--- src/rtl/swfc_pkg.sv ---
package swfc_pkg;
  typedef enum logic [1:0] {
    CLS_DATA   = 2'd0,
    CLS_PAUSE  = 2'd1,
    CLS_RESUME = 2'd2
  } rx_class_e;
endpackage

--- src/rtl/swfc_rx_classify.sv ---
module swfc_rx_classify
  import swfc_pkg::*;
#(
  parameter int DATA_W = 8,
  parameter logic [DATA_W-1:0] PAUSE_CODE  = 8'h13,
  parameter logic [DATA_W-1:0] RESUME_CODE = 8'h11
) (
  input  logic              clk,
  input  logic              rst,
  input  logic              rx_valid,
  input  logic [DATA_W-1:0] rx_data,
  output rx_class_e         rx_class,
  output logic              fwd_valid,
  output logic [DATA_W-1:0] fwd_data
);
  always_comb begin
    if (rx_data == PAUSE_CODE)       rx_class = CLS_PAUSE;
    else if (rx_data == RESUME_CODE) rx_class = CLS_RESUME;
    else                             rx_class = CLS_DATA;
  end

  always_ff @(posedge clk) begin
    if (rst) begin
      fwd_valid <= 1'b0;
      fwd_data  <= '0;
    end else begin
      fwd_valid <= rx_valid && (rx_class == CLS_DATA);
      if (rx_valid) fwd_data <= rx_data;
    end
  end

  assert_ctrl_dropped_R5: assert property (@(posedge clk) disable iff (rst)
    rx_valid && (rx_data == PAUSE_CODE || rx_data == RESUME_CODE) |=> !fwd_valid);
  assert_data_passed_R5: assert property (@(posedge clk) disable iff (rst)
    rx_valid && rx_data != PAUSE_CODE && rx_data != RESUME_CODE
      |=> fwd_valid && fwd_data == $past(rx_data));
endmodule

--- src/rtl/swfc_pause_ctl.sv ---
module swfc_pause_ctl
  import swfc_pkg::*;
(
  input  logic      clk,
  input  logic      rst,
  input  logic      ev_valid,
  input  rx_class_e ev_class,
  output logic      paused
);
  always_ff @(posedge clk) begin
    if (rst) begin
      paused <= 1'b0;
    end else if (ev_valid) begin
      case (ev_class)
        CLS_PAUSE:  paused <= 1'b1;
        CLS_RESUME: paused <= 1'b0;
        default:    paused <= paused;
      endcase
    end
  end

  assert_reset_running_R1: assert property (@(posedge clk) rst |=> !paused);
  assert_pause_sets_R2: assert property (@(posedge clk) disable iff (rst)
    ev_valid && ev_class == CLS_PAUSE |=> paused);
  assert_resume_clears_R3: assert property (@(posedge clk) disable iff (rst)
    ev_valid && ev_class == CLS_RESUME |=> !paused);
  assert_quiet_hold_R6: assert property (@(posedge clk) disable iff (rst)
    !(ev_valid && ev_class != CLS_DATA) |=> $stable(paused));
endmodule

--- src/rtl/swfc_tx_gate.sv ---
module swfc_tx_gate #(
  parameter int DATA_W = 8
) (
  input  logic              clk,
  input  logic              rst,
  input  logic              paused,
  input  logic              in_valid,
  input  logic [DATA_W-1:0] in_data,
  output logic              in_ready,
  output logic              out_valid,
  output logic [DATA_W-1:0] out_data,
  input  logic              out_ready
);
  logic committed;
  logic allow;

  assign allow     = !paused || committed;
  assign out_valid = in_valid && allow;
  assign in_ready  = out_ready && allow;
  assign out_data  = in_data;

  always_ff @(posedge clk) begin
    if (rst) committed <= 1'b0;
    else     committed <= out_valid && !out_ready;
  end

  assert_offer_kept_R4: assert property (@(posedge clk) disable iff (rst)
    out_valid && !out_ready |=> (!in_valid || out_valid));
  assert_no_new_offer_R2: assert property (@(posedge clk) disable iff (rst)
    !(out_valid && !out_ready) |=> (!paused || (!out_valid && !in_ready)));
  assert_transparent_R7: assert property (@(posedge clk) disable iff (rst)
    !paused |-> (out_valid == in_valid && in_ready == out_ready));
endmodule

--- src/rtl/swfc_gate.sv ---
module swfc_gate
  import swfc_pkg::*;
#(
  parameter int DATA_W = 8,
  parameter logic [DATA_W-1:0] PAUSE_CODE  = 8'h13,
  parameter logic [DATA_W-1:0] RESUME_CODE = 8'h11
) (
  input  logic              clk,
  input  logic              rst,
  input  logic              rx_valid,
  input  logic [DATA_W-1:0] rx_data,
  input  logic              tx_in_valid,
  input  logic [DATA_W-1:0] tx_in_data,
  output logic              tx_in_ready,
  output logic              tx_out_valid,
  output logic [DATA_W-1:0] tx_out_data,
  input  logic              tx_out_ready,
  output logic              fwd_valid,
  output logic [DATA_W-1:0] fwd_data,
  output logic              paused
);
  rx_class_e rx_class;

  swfc_rx_classify #(
    .DATA_W(DATA_W), .PAUSE_CODE(PAUSE_CODE), .RESUME_CODE(RESUME_CODE)
  ) u_classify (
    .clk(clk), .rst(rst), .rx_valid(rx_valid), .rx_data(rx_data),
    .rx_class(rx_class), .fwd_valid(fwd_valid), .fwd_data(fwd_data)
  );

  swfc_pause_ctl u_pause (
    .clk(clk), .rst(rst), .ev_valid(rx_valid), .ev_class(rx_class),
    .paused(paused)
  );

  swfc_tx_gate #(.DATA_W(DATA_W)) u_gate (
    .clk(clk), .rst(rst), .paused(paused),
    .in_valid(tx_in_valid), .in_data(tx_in_data), .in_ready(tx_in_ready),
    .out_valid(tx_out_valid), .out_data(tx_out_data), .out_ready(tx_out_ready)
  );
endmodule

--- config.mk ---
export PLATFORM = sky130hd
export DESIGN_NAME = swfc_gate
export DESIGN_NICKNAME = d
export VERILOG_FILES = /design/src/rtl/swfc_pkg.sv /design/src/rtl/swfc_rx_classify.sv /design/src/rtl/swfc_pause_ctl.sv /design/src/rtl/swfc_tx_gate.sv /design/src/rtl/swfc_gate.sv
export SDC_FILE = /design/constraint.sdc
export NUM_CORES = 1
export LEC_CHECK = 0
export CORE_MARGIN = 1
export CORE_UTILIZATION = 24
export CTS_BUF_LIST = sky130_fd_sc_hd__clkbuf_16
export DETAILED_ROUTE_END_ITERATION = 6
export PLACE_DENSITY = 0.65
export SYNTH_ARGS = -nofsm -noshare
export SYNTH_HDL_FRONTEND = slang
export SYNTH_SLANG_ARGS = --single-unit
--- constraint.sdc ---
create_clock -name clk -period 1.3 [get_ports clk]
set_input_delay 0.26 -clock clk [delete_from_list [all_inputs] [get_ports clk]]
set_output_delay 0.26 -clock clk [all_outputs]
set_load 0.02 [all_outputs]
# Word level (Yosys, flattened, before mapping)
# Cells that the tools add are included.
[op_classes]
n_eq_ne = 4
mux = 3
n_reduce_logical = 10
[ops]
columns = ["op", "count"]
rows = [
  ["$eq 8x5->1 const B", 2],
  ["$logic_and 1x1->1", 4],
  ["$mux 2", 2],
  ["$eq 2x1->1 const B", 1],
  ["$eq 2x2->1 const B", 1],
  ["$logic_not 1->1", 2],
  ["$logic_not 2->1", 1],
  ["$pmux 1 s2", 1],
  ["$reduce_and 2->1", 1],
  ["$reduce_bool 2->1", 1],
  ["$logic_or 1x1->1", 1],
]
[totals]
register_bits = 11
input_bits = 21
output_inout_bits = 20
elab_cells = 21

# Depth between registers and ports, before layout
# Gate-level depths: netlist (run 1).
[depth]
depth_word = 6
ltp_mapped = 4
ltp_nobuf = 3

# Cells and area by module
# From an unflattened synthesis (run 1), not the netlist that was laid out.
[unflattened]
cells_unflattened = 55
hier_area_um2 = 533.0
[by_module_without_submodules]
columns = ["mod", "n_inst", "cells_per_inst", "area_each_um2", "seq_area_each_um2"]
rows = [
  ["swfc_rx_classify", 1, 34, 349.1, 180.2],
  ["swfc_tx_gate", 1, 14, 116.4, 20.0],
  ["swfc_pause_ctl", 1, 7, 67.6, 20.0],
]

# Worst setup path after synthesis (run 1)
# No wires, ideal clock.
[synth_timing]
path_kind = "in2reg"
startpoint = "in rx_data[5]"
endpoint = "reg u_pause.paused"
setup_ns = 0.072
arrival_time_ns = 1.246
t_required_ns = 1.228
setup_slack_ns = -0.017
path_stages = 3
n_path_buf = 0
path_cell_list = "or4b_4 > nor4b_4 > mux2i_1"
[synth_between]
elab_chain_len = 6
elab_cells_between_ends = 9
cone_classes = "eq/ne (4); mux (3); reduce/logical (2)"
[synth_rtl]
columns = ["item", "line_no", "text"]
rows = [
  ["start, declared", "swfc_gate.sv:11", "input logic [DATA_W-1:0] rx_data,"],
  ["$eq 8x5->1", "swfc_rx_classify.sv:18", "else if (rx_data == RESUME_CODE) rx_class = CLS_RESUME;"],
  ["$mux 2", "swfc_rx_classify.sv:18", ""],
  ["$mux 2 *", "swfc_rx_classify.sv:17", "if (rx_data == PAUSE_CODE) rx_class = CLS_PAUSE;"],
  ["$eq 2x1->1 or $eq 2x2->1 (tied branches)", "swfc_pause_ctl.sv:14", "case (ev_class)"],
  ["$reduce_bool 2->1 (no source line)", "-", ""],
  ["$reduce_and 2->1 (no source line)", "-", ""],
  ["end signal, assigned", "swfc_pause_ctl.sv:17", "default: paused <= paused;"],
  ["end, declared", "swfc_pause_ctl.sv:8", "output logic paused"],
]
# Mark *: on every way between the ends. The rest lies on a longest branch, timed or not.
# A chain may end at the register's enable or synchronous reset.

# Final worst setup path (run 1)
[layout_timing]
startpoint = "in tx_in_valid"
endpoint = "out tx_out_valid"
[layout_between]
elab_chain_len = 1
[layout_rtl]
columns = ["item", "line_no", "text"]
rows = [
  ["start, declared", "swfc_gate.sv:12", "input logic tx_in_valid,"],
  ["$logic_and 1x1->1", "swfc_tx_gate.sv:18", "assign out_valid = in_valid && allow;"],
  ["end, declared", "swfc_gate.sv:15", "output logic tx_out_valid,"],
]
# Every way passes these cells.

==> results.toml, run 1 <==
[run_status]
status = "complete, no violations"

[setup_path]
path_class = "input port to primary output"
crit_chain = "clkdlybuf4s50_1, and2_1, buf_2"
critPathMaxFanout = 2
crit_end = "tx_out_valid"
critPathMaxStageDelay_ns = 0.45
worstReg2RegStart = "u_gate.committed"
r2r_cells = 3
regToRegSetupSlack_ns = 0.48
worstPathRequired_ns = 1.04
slowest_stage = "clkdlybuf4s50_1"
worst_setup_path_end_kind = "primary output"
r2r_end = "u_gate.committed"
critPathTopFamily = "buffers and inverters"
crit_path_start_kind = "input port"
worst-path-buf-inv = 2
cp.depth = 3
cp-startpoint = "tx_in_valid"
arrival_ns = 1.01

[drt]
route.detailed.wl_per_inst_um = 11.0
drtIter0Drc = 4
vias_per_cell = 4.00
wirelength_mm = 1.13
ant_nets = 0
drc = 0
first_pass_iters = 2
vias = 408

[floorplanning]
die_area_um2 = 2280
fp.dieW_um = 47.7
start_util = 0.256
coreArea_um2 = 1960
row_count = 16
die_y_um = 47.7
pin_count = 41

[synthesis]
syn_nets = 70
yosysWarnings = 0
yosys.cell_types.count = 14
syn_area_per_cell_um2 = 10.2
synth_area_um2 = 502
synth_largest_area_cell = "dfxtp_1"
synth.yosys.seq_area_share = 0.439
synth_cells = 49
ys_seq_elements = 11
synth_area_leaders = "dfxtp_1, mux2i_1, buf_4, nor2_1, nor4b_4"
yosys.area.top_type_share = 0.439

[sta]
slew_headroom = 0.856
min_period_ns = 1.27
rsz0062_at_grt = "yes"
drv_slew = 0
fmax_ghz = 0.790
period_share = 0.974
hold_viol = 0
skew_ns = 0.0000584
setup_slack_ns = 0.0338
worstMarginPinSlew_ns = 0.215
setup_violations = 0

[flow_run]
cap_violations = 0

[cts]
path_clk_slew_ns = 0.04
clockBufferDepth = 2
cts_tree = "yes"
cts.sinks = 11
cts_made_buffers = 3
clkLatencyLatePin_ns = 0.23
h-tree-depth = 1
clock-root-buffer = "clkbuf_16"

[pwr]
power.density_nw_per_um2 = 1300
irDropWorstVdd_mv = 0.669
total_power_w = 0.00105
power.leakage_nw = 0.400

[final_layout]
most-common-layout-cells = "dfxtp_1, dlygate4sd2_1, mux2i_1, buf_4"
area_growth_pct = 61.8
final_net_count = 97
final_common_cell = "dfxtp_1"
diodes = 0
drive_above_1_share = 0.267

[grt]
antenna_found_initial = 0
overflow = 0
grt_pass1_vias = 409
grt_pass1_wl_mm = 1.70
grt_max_degree = 7
grt_use_total = 0.113

[hold_path]
hp-class = "input port to register"

[placement]
dp_hpwl_um = 899
gp_congestion = 0.679
dpl_worst_slack_ns = -0.561
io_buffers = 24
## cells in the mapped netlist
master,count
dfxtp_1,11
mux2i_1,9
buf_4,8
nor2_1,8
and2_1,2
nand2_1,2
nand2b_1,2
buf_2,1
clkbuf_1,1
inv_1,1
nor3b_1,1
nor4b_4,1
o311a_2,1
or4b_4,1
## where the power goes
part	leakage, nW	internal [W]	switching [W]
sequential	0.0907	0.000357	0.00000733
combinational	0.267	0.0000810	0.0000692
clock	0.0423	0.000402	0.000137
total	0.400	0.000840	0.000213
## sequential cells by signal, summed over array words and instances, names as in the netlist
register / flops
u_gate.committed: 1
u_pause.paused: 1
u_classify.fwd_valid: 1
u_classify.fwd_data: 8
## kinds of logic (layout without fill, tap and decap cells)
logic type / after synthesis / in the layout / share of synthesized area
buf+inv: 11 / 37 / 0.145
flops: 11 / 11 / 0.439
compound gates: 1 / 1 / 0.0224
mux: 9 / 9 / 0.180
simple gates: 17 / 17 / 0.214
## metal layers
| metal | GRT usage | vias to the layer above | part of all wire |
|---|---|---|---|
| met2 | 0.159 | 18 | 0.45 |
| met1 | 0.139 | 182 | 0.45 |
| met3 | 0.0377 | 2 | 0.093 |
| li1 | - | 206 | - |
| met5 | 0 | - | 0 |
| met4 | 0.0889 | 0 | 0.0036 |
## what timing repair did
item	in CTS	in global routing
endpoints found under the setup margin	14	2
buffers inserted	0	0
pin swaps	2	2
hold buffers	0	0
resized for setup	29	5
## worst register-to-register path: stages (launching register included)
cell and delay, ns:
dfxtp_1 0.28, nand2b_1 0.13, and2_1 0.16, nor3b_1 0.13
## how the worst min path moves through the flow
stage,cells past startpoint,start,slack [ns],end
floorplan,1,tx_out_ready,0.34,u_gate.committed
global placement,2,u_classify.fwd_data[1],0.48,u_classify.fwd_data[1]
detailed placement,2,u_classify.fwd_data[7],0.48,u_classify.fwd_data[7]
CTS,3,rx_data[6],0.29,u_classify.fwd_data[6]
global route,3,rx_data[5],0.32,u_classify.fwd_data[5]
finish,3,rx_data[5],0.28,u_classify.fwd_data[5]
## metrics by stage
stage,area (um2),TNS [ns],instances,util,hold WS (ns)
2_1_floorplan,502,-0.0175,49,-,0.336
3_3_place_gp,767,-1.94,98,0.391,0.477
3_5_place_dp,767,-2.04,98,0.391,0.483
4_1_cts,812,0,102,0.414,0.290
5_1_grt,812,-0.0205,102,0.414,0.323
6_report,812,0,102,0.414,0.285
## layout make-up
| class | count | area, um2 |
|---|---|---|
| repair buffers | 32 | 267 |
| flip-flops and latches | 11 | 220 |
| multi-input cells | 27 | 209 |
| clock inverters | 1 | 3.75 |
| fillers | 219 | 1150 |
| well taps | 27 | 33.8 |
| clock buffers | 3 | 75.1 |
| inverters | 1 | 3.75 |
(Power assumes the default switching activity.)
==> run 2: changes to the inputs <==
==> constraint.sdc (replaced) <==
create_clock -name clk -period 1.3 [get_ports clk]
set_input_delay 0.195 -clock clk [delete_from_list [all_inputs] [get_ports clk]]
set_output_delay 0.195 -clock clk [all_outputs]
set_load 0.02 [all_outputs]
==> run 2 against run 1 <==
Net effect: non-clock buffer count down 1; sequential share of layout area up 0.21 points; clock-buffer cell count unchanged; die area unchanged; clock skew up 0.0028 ns; power up 0.20%; critical path depth up 1; flip-flop and latch count unchanged; final cell count down 0.98%; combinational power down 3%; utilization down 0.32 points; clock power up 1%; critical path type is now input port to register; critical endpoint is now u_pause.paused.
==> results.toml, run 2 (synthesis gave the netlist of run 1 again) <==
[run_status]
status = "complete, no violations"

[cts]
path_clk_slew_ns = 0.04
clock-root-buffer = "clkbuf_16"
cts_tree = "yes"
cts_setup_buffers = 0
postCtsHoldBufs = 0
clockBufferDepth = 2
cts.sinks = 11
cts_made_buffers = 3
clkLatencyLatePin_ns = 0.23
h-tree-depth = 1

[sta]
rsz0062_at_grt = "no"
fmax_ghz = 0.816
tns_ns = 0
period_share = 0.943
setup_slack_ns = 0.0742
min_period_ns = 1.23
hold_viol = 0
slew_headroom = 0.858
worstMarginPinSlew_ns = 0.213
setup_violations = 0
drv_slew = 0
skew_ns = 0.00289

[setup_path]
r2r_cells = 3
worstPathRequired_ns = 1.46
critPathMaxStageDelay_ns = 0.50
crit_chain = "clkdlybuf4s15_1, or4b_4, nor4b_4, mux2i_1"
arrival_ns = 1.39
path_class = "input port to register"
slowest_stage = "or4b_4"
critPathMaxFanout = 2
crit_path_start_kind = "input port"
worst_setup_path_end_kind = "register"

[grt]
overflow = 0
grt_max_degree = 7
grtUsageMet3 = 0.0340
top_usage_layer = "met2"
grt_use_total = 0.0942
grt_pass1_vias = 360
grt_use_met2 = 0.141
grtUsageMet1 = 0.127
grt_pass1_wl_mm = 1.47
antenna_found_initial = 0

[drt]
vias = 405
first_pass_iters = 4
route.detailed.wl_per_inst_um = 10.4
drtIter0Drc = 9
wirelength_mm = 1.05
vias_per_cell = 4.01
ant_nets = 0
drc = 0

[placement]
gp_congestion = 0.624
dpl_worst_slack_ns = -0.469
io_buffers = 24
dp_hpwl_um = 845
place_area_um2 = 759

[final_layout]
design_area_um2 = 806
diodes = 0
drive_above_1_share = 0.230
most-common-layout-cells = "dfxtp_1, dlygate4sd2_1, mux2i_1, nor2_1, clkdlybuf4s50_1"
seq_area_um2 = 220
final_net_count = 96
num-fill-cells = 216
final_common_cell = "dfxtp_1"
largest_reg_flops = 8
area_growth_pct = 60.6
multiInputGateArea_um2 = 209
largest-register = "u_classify.fwd_data"

[pwr]
total_power_w = 0.00106
irDropWorstVdd_mv = 0.703
power.density_nw_per_um2 = 1310
power.leakage_nw = 0.394

[floorplanning]
die_area_um2 = 2280
start_util = 0.256
coreArea_um2 = 1960
die_y_um = 47.7
pin_count = 41
row_count = 16
fp.dieW_um = 47.7

[hold_path]
holdPathStages = 3
hp-class = "input port to register"

[flow_run]
cap_violations = 0
[run 2: cell count changes in the layout (fill, tap and decap cells not counted)]
cell	before	now
buf_2	2	0
clkbuf_2	2	4
buf_6	1	0
clkdlybuf4s15_1	0	2
buf_4	9	7
[run 2: metrics by stage]
stage | utilization | cells | hold slack, ns
floorplan | - | 49 | 0.271
global placement | 0.387 | 97 | 0.390
detailed placement | 0.387 | 97 | 0.390
CTS | 0.418 | 101 | 0.362
global route | 0.411 | 101 | 0.265
finish | 0.411 | 101 | 0.223
[run 2: repair_timing]
item | 4_1_cts | 5_1_grt
gates resized for setup | 18 | 8
setup endpoints to repair | 14 | 3
pin swaps | 2 | 2
[run 2: worst max-delay path: cells and delay by family]
kind,cells,cell delay [ns]
simple gates,2,0.80
mux,1,0.20
buf+inv,1,0.18
[run 2: worst paths after layout]
kind	end	slack, ns	from
worst max-delay path	u_pause.paused	0.07	rx_data[6]
worst min register to register	u_classify.fwd_data[2]	0.49	u_classify.fwd_data[2]
worst min-delay path	u_classify.fwd_data[5]	0.22	rx_data[5]
worst max register to register	u_gate.committed	0.49	u_gate.committed
[run 2: per-layer routing]
metal / vias to the layer above / part of all wire
li1: 202 / -
met1: 184 / 0.47
met2: 17 / 0.42
met3: 2 / 0.10
met4: 0 / 0.0038
met5: - / 0
[run 2: cell type report]
cell class / instances / share of cell area
inverter: 1 / 0.00466
sequential: 11 / 0.273
clock inverter: 1 / 0.00466
multi-input combinational: 27 / 0.259
clock buffer: 3 / 0.0932
timing repair buffer: 31 / 0.323
tap: 27 / 0.0419
[run 2: power by group]
part           switching [W]  internal (W)  total, W
Sequential        0.00000713      0.000356  0.000364
Clock               0.000143      0.000403  0.000546
Combinational      0.0000677     0.0000782  0.000146
Total               0.000218      0.000838   0.00106
==> run 3: changes to the inputs <==
Settings changed: PLACE_DENSITY 0.65 to 0.63, SYNTH_HIERARCHICAL set to 1.
==> run 3 against run 2 <==
Net effect: the run now ends with setup timing left; power up 1.8%; setup slack worse by 0.12 ns; non-clock buffer count rose by 2; sequential power barely moved; synthesized cell count is 12% higher; global-route usage grew 2.4 points; critical path depth up 3; critical endpoint is now u_pause/paused; final cell count rose by 7.9%; critical path type unchanged; first-iteration DRC count down 78%; synthesized area grew 6.2%; via count grew 13%; clock-buffer cell count did not move.
==> results.toml, run 3 <==
[run_status]
status = "finished, violations left"
violations = "setup timing"

[grt]
grt_pass1_wl_mm = 2.08
grt_use_total = 0.118
grt_pass1_vias = 472
overflow = 0
grt_max_degree = 7
antenna_found_initial = 0

[final_layout]
num-fill-cells = 208
fin_util = 0.455
most-common-layout-cells = "dlygate4sd2_1, dfxtp_1, nor2_1, buf_4, mux2i_1"
largest_reg_flops = 8
area_growth_pct = 72.8
fin_cells = 109
diodes = 0
drive_above_1_share = 0.280
largest-register = "u_classify/fwd_data"
final_net_count = 105
final_common_cell = "dlygate4sd2_1"

[cts]
cts_made_buffers = 3
cts.sinks = 11
cts_tree = "yes"
h-tree-depth = 1
postCtsHoldBufs = 0
path_clk_slew_ns = 0.04
clockBufferDepth = 2
clock-root-buffer = "clkbuf_16"
clkLatencyLatePin_ns = 0.24

[pwr]
power.leakage_nw = 0.469
clkPwrFrac = 0.511
comb_power_share = 0.149
sw_frac_of_total = 0.213
power_frac_seq = 0.339
irDropWorstVdd_mv = 0.518
p_int_w = 0.000846
p_switching_w = 0.000228
power.density_nw_per_um2 = 1170
total_power_w = 0.00107

[floorplanning]
die_y_um = 49.1
fp.dieW_um = 49.1
start_util = 0.264
coreArea_um2 = 2020
pin_count = 41
die_area_um2 = 2410
row_count = 16

[synthesis]
synth_area_leaders = "dfxtp_1, mux2i_1, buf_4, nor2_1, inv_1"
yosys.area.top_type_share = 0.413
yosys_most_used_dff = "dfxtp_1"
ys_seq_elements = 11
syn_area_per_cell_um2 = 9.69
synth_area_um2 = 533
ys_top_cells_by_count = "dfxtp_1, nor2_1, buf_4, mux2i_1, inv_1"
synth_cells = 55
synth.yosys.seq_area_share = 0.413
yosys.cell_types.count = 18
synth_largest_area_cell = "dfxtp_1"
ys_async_sr_fraction = 0
synth_edf_count = 0
synth.most_common_cell = "dfxtp_1"
yosysWarnings = 6
syn_nets = 77

[setup_path]
crit_chain = "buf_6, or3_4, nor3_2, inv_1, ha_4, and3b_1, a211oi_2"
worst_setup_path_end_kind = "register"
worst-path-buf-inv = 2
crit_path_start_kind = "input port"
worstPathRequired_ns = 1.46
critPathMaxFanout = 2
critPathTopFamily = "simple AND/OR/NAND/NOR gates"
critPathMaxStageDelay_ns = 0.38
slowest_stage = "or3_4"
path_class = "input port to register"
arrival_ns = 1.51

[placement]
dp_cells = 103
gp_congestion = 0.754
io_buffers = 24
dp_hpwl_um = 863
dpl_worst_slack_ns = -0.640

[sta]
setup_slack_ns = -0.0486
min_period_ns = 1.35
hold_viol = 0
fmax_ghz = 0.742
tns_ns = -0.142
setup_violations = 3
slew_headroom = 0.823
rsz0062_at_grt = "yes"
skew_ns = 0.000229
period_share = 1.04
drv_slew = 0
worstMarginPinSlew_ns = 0.265

[drt]
drc = 0
vias_per_cell = 4.20
vias = 458
ant_nets = 0
wirelength_mm = 1.26
drtIter0Drc = 2
route.detailed.wl_per_inst_um = 11.5
first_pass_iters = 4

[flow_run]
cap_violations = 0

[hold_path]
hp-class = "input port to register"
## run 3: worst min-delay path, stage by stage
cell and delay, ns:
buf_6 0.07, mux2i_1 0.06, nor2_1 0.08
## run 3: worst paths after layout
| check | from | end | slack [ns] | cells past startpoint |
|---|---|---|---|---|
| min reg2reg | u_classify/fwd_data[1] | u_classify/fwd_data[1] | 0.48 | 2 |
| max | rx_data[3] | u_pause/paused | -0.05 | 7 |
| max reg2reg | u_pause/paused | u_gate/committed | 0.57 | 2 |
| min | rx_data[2] | u_classify/fwd_data[2] | 0.20 | 3 |
## run 3: timing repair
item	4_1_cts	5_1_grt
pin swaps	6	3
setup buffers	1	1
setup endpoints to repair	13	3
resized for setup	34	2
## run 3: cells by family (layout without fill, tap and decap cells)
| kind of cell | Yosys count | after routing | synth area share |
|---|---|---|---|
| fa+ha+maj | 1 | 1 | 0.0235 |
| buf+inv | 14 | 41 | 0.157 |
| compound gates | 2 | 2 | 0.0423 |
| flops | 11 | 11 | 0.413 |
| mux | 8 | 8 | 0.150 |
| simple gates | 19 | 19 | 0.214 |
## run 3: layout make-up
cell class / count / area [um2] / share of cell area
inverter: 4 / 15.0 / 0.0163
multi-input combinational: 30 / 282 / 0.306
sequential: 11 / 220 / 0.239
clock buffer: 3 / 75.1 / 0.0815
tap: 27 / 33.8 / 0.0367
timing repair buffer: 33 / 292 / 0.317
clock inverter: 1 / 3.75 / 0.00408
## run 3: through the flow
step | hold WS (ns) | instance area (um2)
2_1_floorplan | 0.260 | 546
3_3_place_gp | 0.390 | 803
3_5_place_dp | 0.390 | 803
4_1_cts | 0.228 | 905
5_1_grt | 0.242 | 921
6_report | 0.201 | 921
## run 3: power by group through the flow
| stage | combinational, W | sequential (W) | clock [W] |
|---|---|---|---|
| floorplan | 0.0000830 | 0.000390 | 0 |
| global placement | 0.000169 | 0.000370 | 0 |
| detailed placement | 0.000169 | 0.000371 | 0 |
| CTS | 0.000159 | 0.000365 | 0.000559 |
| global route | 0.000173 | 0.000366 | 0.000595 |
| finish | 0.000161 | 0.000365 | 0.000549 |
## run 3: layer usage
metal	track usage	vias up	part of all wire
met4	0.0980	0	0.028
met2	0.174	23	0.45
met3	0.0561	5	0.12
met5	0	-	0
li1	-	224	-
met1	0.127	206	0.40
